File: config.mk
export PLATFORM = sky130hd
export DESIGN_NAME = idle_handshake
export DESIGN_NICKNAME = d
export VERILOG_FILES = /design/src/rtl/idle_hs_pkg.sv /design/src/rtl/idle_ack_gen.sv /design/src/rtl/idle_hs_fsm.sv /design/src/rtl/idle_status_enc.sv /design/src/rtl/idle_handshake.sv
export SDC_FILE = /design/constraint.sdc
export NUM_CORES = 1
export LEC_CHECK = 0
export BUFFER_PORTS_ARGS = -buffer_cell sky130_fd_sc_hd__buf_2
export CORE_AREA = 2 2 39 41
export CTS_CLUSTER_SIZE = 12
export DETAILED_ROUTE_END_ITERATION = 7
export DIE_AREA = 0 0 41 43
export PLACE_DENSITY = 0.4
export SLEW_MARGIN = 0
export SYNTH_ARGS = -nofsm -noshare
export SYNTH_HDL_FRONTEND = slang
export SYNTH_SLANG_ARGS = --single-unit
File: constraint.sdc
create_clock -name clk_i -period 1.7 [get_ports clk_i]
set_input_delay 0.34 -clock clk_i [delete_from_list [all_inputs] [get_ports clk_i]]
set_output_delay 0.34 -clock clk_i [all_outputs]
set_load 0.005 [all_outputs]
File: src/rtl/idle_hs_pkg.sv
package idle_hs_pkg;
  typedef enum logic [2:0] {
    ST_RUN   = 3'd0,
    ST_ENTER = 3'd1,
    ST_IFACE = 3'd2,
    ST_OFF   = 3'd3,
    ST_EXIT  = 3'd4
  } hs_state_e;

  localparam logic [1:0] IM_FORCE  = 2'd0;
  localparam logic [1:0] IM_NOIDLE = 2'd1;
  localparam logic [1:0] IM_SMART  = 2'd2;

  localparam logic [1:0] STAT_FUNC  = 2'd0;
  localparam logic [1:0] STAT_TRANS = 2'd1;
  localparam logic [1:0] STAT_IFACE = 2'd2;
  localparam logic [1:0] STAT_OFF   = 2'd3;
endpackage

File: src/rtl/idle_ack_gen.sv
module idle_ack_gen (
  input  logic [1:0] idle_mode_i,
  input  logic       busy_i,
  output logic       ack_o
);
  import idle_hs_pkg::*;

  always_comb begin
    unique case (idle_mode_i)
      IM_FORCE: ack_o = 1'b1;
      IM_SMART: ack_o = ~busy_i;
      default:  ack_o = 1'b0;   // no-idle codes
    endcase
  end
endmodule

File: src/rtl/idle_hs_fsm.sv
module idle_hs_fsm
  import idle_hs_pkg::*;
#(
  parameter int MODE_W     = 2,
  parameter int IFACE_HOLD = 2
) (
  input  logic              clk_i,
  input  logic              rst_ni,
  input  logic [MODE_W-1:0] mode_i,
  input  logic              ack_i,
  input  logic              mod_rst_i,
  output hs_state_e         state_o
);
  localparam int CNT_W = $clog2(IFACE_HOLD + 1);
  localparam logic [CNT_W-1:0] CNT_LAST = CNT_W'(IFACE_HOLD - 1);

  hs_state_e        state_q, state_d;
  logic [CNT_W-1:0] cnt_q, cnt_d;
  logic             en;

  assign en = (mode_i != '0);

  always_comb begin
    state_d = state_q;
    cnt_d   = '0;
    unique case (state_q)
      ST_RUN:   if (!en) state_d = ST_ENTER;
      ST_ENTER: begin
        if (en)         state_d = ST_EXIT;  // enable beats acknowledge
        else if (ack_i) state_d = ST_IFACE;
      end
      ST_IFACE: begin
        if (en)                     state_d = ST_EXIT;
        else if (cnt_q == CNT_LAST) state_d = ST_OFF;
        else                        cnt_d   = cnt_q + 1'b1;
      end
      ST_OFF:   if (en) state_d = ST_EXIT;
      ST_EXIT: begin
        if (!en)            state_d = ST_ENTER;
        else if (!mod_rst_i) state_d = ST_RUN;
      end
      default:  state_d = ST_OFF;
    endcase
  end

  always_ff @(posedge clk_i or negedge rst_ni) begin
    if (!rst_ni) begin
      state_q <= ST_OFF;
      cnt_q   <= '0;
    end else begin
      state_q <= state_d;
      cnt_q   <= cnt_d;
    end
  end

  assign state_o = state_q;

  a_r2_run_to_enter: assert property (@(posedge clk_i) disable iff (!rst_ni)
    (state_q == ST_RUN && !en) |=> (state_q == ST_ENTER));
  a_r5_hold_unacked: assert property (@(posedge clk_i) disable iff (!rst_ni)
    (state_q == ST_ENTER && !en && !ack_i) |=> (state_q == ST_ENTER));
  a_r7_reset_stalls_exit: assert property (@(posedge clk_i) disable iff (!rst_ni)
    (state_q == ST_EXIT && en && mod_rst_i) |=> (state_q == ST_EXIT));
  a_r9_enable_wins: assert property (@(posedge clk_i) disable iff (!rst_ni)
    ((state_q == ST_ENTER || state_q == ST_IFACE) && en) |=> (state_q == ST_EXIT));
  a_r3_hold_bound: assert property (@(posedge clk_i) disable iff (!rst_ni)
    (state_q == ST_IFACE) |-> (cnt_q <= CNT_LAST));
endmodule

File: src/rtl/idle_status_enc.sv
module idle_status_enc
  import idle_hs_pkg::*;
(
  input  hs_state_e  state_i,
  output logic       idle_req_o,
  output logic [1:0] idle_st_o,
  output logic       fclk_req_o
);
  always_comb begin
    idle_req_o = 1'b1;
    fclk_req_o = 1'b1;
    idle_st_o  = STAT_TRANS;
    unique case (state_i)
      ST_RUN: begin
        idle_req_o = 1'b0;
        idle_st_o  = STAT_FUNC;
      end
      ST_ENTER: idle_st_o = STAT_TRANS;
      ST_IFACE: idle_st_o = STAT_IFACE;
      ST_OFF: begin
        idle_st_o  = STAT_OFF;
        fclk_req_o = 1'b0;
      end
      ST_EXIT: idle_req_o = 1'b0;
      default: idle_st_o = STAT_TRANS;
    endcase
  end
endmodule

File: src/rtl/idle_handshake.sv
module idle_handshake #(
  parameter int MODE_W     = 2,
  parameter int IFACE_HOLD = 2
) (
  input  logic              clk_i,
  input  logic              rst_ni,
  input  logic [MODE_W-1:0] mode_i,
  input  logic [1:0]        idle_mode_i,
  input  logic              busy_i,
  input  logic              mod_rst_i,
  output logic              idle_req_o,
  output logic [1:0]        idle_st_o,
  output logic              fclk_req_o
);
  import idle_hs_pkg::*;

  logic      ack;
  hs_state_e state;

  idle_ack_gen i_ack (
    .idle_mode_i (idle_mode_i),
    .busy_i      (busy_i),
    .ack_o       (ack)
  );

  idle_hs_fsm #(
    .MODE_W     (MODE_W),
    .IFACE_HOLD (IFACE_HOLD)
  ) i_fsm (
    .clk_i     (clk_i),
    .rst_ni    (rst_ni),
    .mode_i    (mode_i),
    .ack_i     (ack),
    .mod_rst_i (mod_rst_i),
    .state_o   (state)
  );

  idle_status_enc i_enc (
    .state_i    (state),
    .idle_req_o (idle_req_o),
    .idle_st_o  (idle_st_o),
    .fclk_req_o (fclk_req_o)
  );

  a_r8_fclk_vs_status: assert property (@(posedge clk_i) disable iff (!rst_ni)
    (fclk_req_o == (idle_st_o != STAT_OFF)));
  a_r10_no_req_when_func: assert property (@(posedge clk_i) disable iff (!rst_ni)
    (idle_st_o == STAT_FUNC) |-> !idle_req_o);
  a_r6_wake_raises_fclk: assert property (@(posedge clk_i) disable iff (!rst_ni)
    (idle_st_o == STAT_OFF && mode_i != '0) |=> (fclk_req_o && !idle_req_o));
  a_r4_smart_busy_blocks: assert property (@(posedge clk_i) disable iff (!rst_ni)
    (idle_st_o == STAT_TRANS && idle_req_o && mode_i == '0 && idle_mode_i == IM_SMART && busy_i)
      |=> (idle_st_o == STAT_TRANS));
endmodule

==> impl_metrics.py <==
metrics = {
    "power_and_ir_drop": {
        "ir_worst_vdd_v": 0.0004281,
        "power_mw": 0.4762,
        "leakage_nw": 0.1798,
        "p_per_area_nw_per_um2": 1277,
    },
    "yosys": {
        "synth_top_area_share_pct": 28.71,
        "netlist_instances": 27,
        "yosysWarnings": 0,
        "synth_largest_area_cell": "dfrtp_1",
        "async_reset_ff_share_pct": 100.0,
        "ys_types": 18,
        "ys_ff_latch": 5,
        "yosysMostFrequentCell": "nor2_1",
        "syn_area_um2": 261.5,
        "yosys-top-cells-count": "nor2_1 (4), dfrtp_1 (3)",
        "synthFlopType": "dfrtp_1",
        "synth-edff-count": 0,
        "syn-num-nets": 35,
        "ys_seq_area_share_pct": 48.80,
        "syn_area_per_cell_um2": 9.685,
        "synth.area.top_cells": "dfrtp_1 (29%), dfstp_2 (20%), a221oi_2 (5.7%), nor2_1 (5.7%), nor2b_4 (5.3%)",
    },
    "flow_run": {
        "max_cap_viol_count": 0,
    },
    "global_route": {
        "first_global_vias": 209,
        "grt_pass1_wl_um": 779,
        "grt.overflow.total": 0,
        "grt_max_degree": 8,
        "antenna_found_initial": 0,
        "grtUsageTotal_pct": 6.883,
    },
    "final_layout": {
        "num-fill-cells": 160,
        "regArea_um2": 127.6,
        "area.growth.synth_to_final_pct": 42.58,
        "drive_gt1_share_pct": 44.19,
        "diodes": 0,
        "multi_input_comb_area_um2": 126.4,
        "nNetsFinal": 52,
        "finalInstanceArea_um2": 372.9,
    },
    "sta": {
        "rsz0062_at_grt": "false",
        "slew_violations": 0,
        "period_minus_slack_ns": 1.468,
        "max_freq_mhz": 681.1,
        "period_share_pct": 86.37,
        "setup_viol": 0,
        "relSlewSlack_pct": 80.96,
        "hold_viol": 0,
        "fin_worst_skew_ns": 0.0004441,
        "tightest_slew_ns": 0.2845,
        "tns_ns": 0,
    },
    "setup_path": {
        "crit_type": "reg -> out",
        "reg2reg_from": "i_fsm.state_o[0]",
        "rrSetupSlack_ns": 0.55,
        "start_kind": "flip-flop",
        "reg2reg_to": "i_fsm.state_o[0]",
        "worstPathMaxFanout": 6,
        "cp_slowest_cell": "dfstp_2",
        "cp_cell_sequence": "nor2b_4 -> nand2_1 -> buf_2",
        "cpPeakStageDelay_ns": 0.56,
        "worst_ep_arrival_time_ns": 1.13,
        "r2r_cells": 3,
        "cp_top_family": "flip-flops",
        "setup.worst_path.end_class": "output pin",
        "critPathBufInv": 1,
        "required_ns": 1.36,
    },
    "floorplan": {
        "dieHeight_um": 43,
        "rows": 14,
        "placeableCoreArea_um2": 1384,
        "dieArea_um2": 1763,
        "die_w_um": 41,
        "num_io_pins": 12,
        "start_util_pct": 18.90,
    },
    "clocking": {
        "clockRootBuffer": "clkbuf_4",
        "max-clock-path-buffers": 2,
        "numCtsBuffers": 3,
        "clk_latency_ns": 0.23,
        "cts.sinks": 5,
        "cts.clk_slew.worst_paths_ns": 0.04,
        "cts_tree": "yes",
        "htreeDepth": 1,
        "cts_setup_buffers": 0,
    },
    "route": {
        "drt_iter0_drc": 4,
        "first_pass_iters": 3,
        "viasPerCell": 4.017,
        "wl_per_cell_um": 8.797,
        "drc": 0,
        "ant_nets": 0,
        "vias": 237,
        "drt-total-wl_um": 519,
    },
    "hold_path": {
        "min_to": "i_fsm.state_o[2]",
        "hold_path.class": "in -> reg",
        "hold_path.startpoint": "mode_i[1]",
        "min_path_cells": 3,
    },
    "place": {
        "dp_hpwl_um": 437.6,
        "io_buffer_count": 11,
        "gp_congestion": 0.6718,
        "place_area_um2": 336.6,
    },
    "outcome": {
        "status": "complete, no violations",
    },
}
repair_timing:
| item | CTS | global route |
|---|---|---|
| hold endpoints to repair | 3 | 0 |
| resized for setup | 0 | 0 |
| setup endpoints to repair | 0 | 0 |
| hold buffers | 1 | 0 |
power by group:
part	leakage, nW	switching (mW)	internal [mW]
combinational	0.103	0.0678	0.0841
sequential	0.0620	0.0394	0.152
clock	0.0150	0.0442	0.0884
total	0.180	0.151	0.325
cell families (layout without fill, tap and decap cells):
group	count (synthesis)	in the layout	share of synthesized area [%]
flip-flops	5	5	48.80
multiplexers	1	1	4.306
AND/OR/NAND/NOR	14	14	30.63
AO/OA/AOI/OAI	5	5	13.39
buffers and inverters	2	18	2.872
state kept, by name (all words and copies together) (netlist names):
name,cells
i_fsm.cnt_q,2
i_fsm.state_o,3
routing by layer:
layer  wire [µm]  share of wire [%]  track usage, %  vias to the layer above
met5           0                  0               0                        -
met4           0                  0           6.000                        0
met3          44                8.5           1.571                        0
met2         255                 49           9.688                        7
met1         219                 42           8.251                      109
li1            -                  -               -                      121
layout by cell type (no fill, tap or decap), types with 2 or more instances in the layout:
master	instances
a21oi_1	2
buf_2	11
clkbuf_4	3
dfrtp_1	3
dfstp_2	2
inv_1	2
nand2_1	2
nor2_1	4
layout make-up:
| type | instances | area share [%] |
|---|---|---|
| Clock buffer | 4 | 7.047 |
| Inverter | 2 | 2.013 |
| Multi-Input combinational cell | 20 | 33.89 |
| Sequential cell | 5 | 34.23 |
| Tap cell | 16 | 5.369 |
| Timing Repair Buffer | 12 | 17.45 |
worst register-to-register path, cell delays in order (launching register included):
cell and delay, ns:
dfstp_2 0.57, nand2b_1 0.11, o21ai_1 0.08, a221oi_2 0.30
metrics by stage:
stage | std cells | hold WS, ns | setup WS [ns] | util (%)
after floorplan | 27 | 0.04441 | 0.5947 | -
after global placement | 54 | 0.1553 | 0.4686 | 24.32
after detailed placement | 54 | 0.1570 | 0.4653 | 24.32
after CTS | 59 | 0.4048 | 0.2195 | 26.94
after global routing | 59 | 0.4147 | 0.1950 | 26.94
final | 59 | 0.4023 | 0.2317 | 26.94
worst max path at each step:
stage | slack, ns | cells after the start | end | from
final | 0.23 | 3 | fclk_req_o | i_fsm.state_o[1]
after global routing | 0.20 | 3 | fclk_req_o | i_fsm.state_o[1]
after CTS | 0.22 | 3 | fclk_req_o | i_fsm.state_o[1]
after detailed placement | 0.47 | 4 | i_fsm.state_o[0] | mode_i[1]
after global placement | 0.47 | 4 | i_fsm.state_o[0] | mode_i[1]
after floorplan | 0.59 | 2 | fclk_req_o | i_fsm.state_o[1]
No activity file was read; power rests on OpenSTA's default activity.
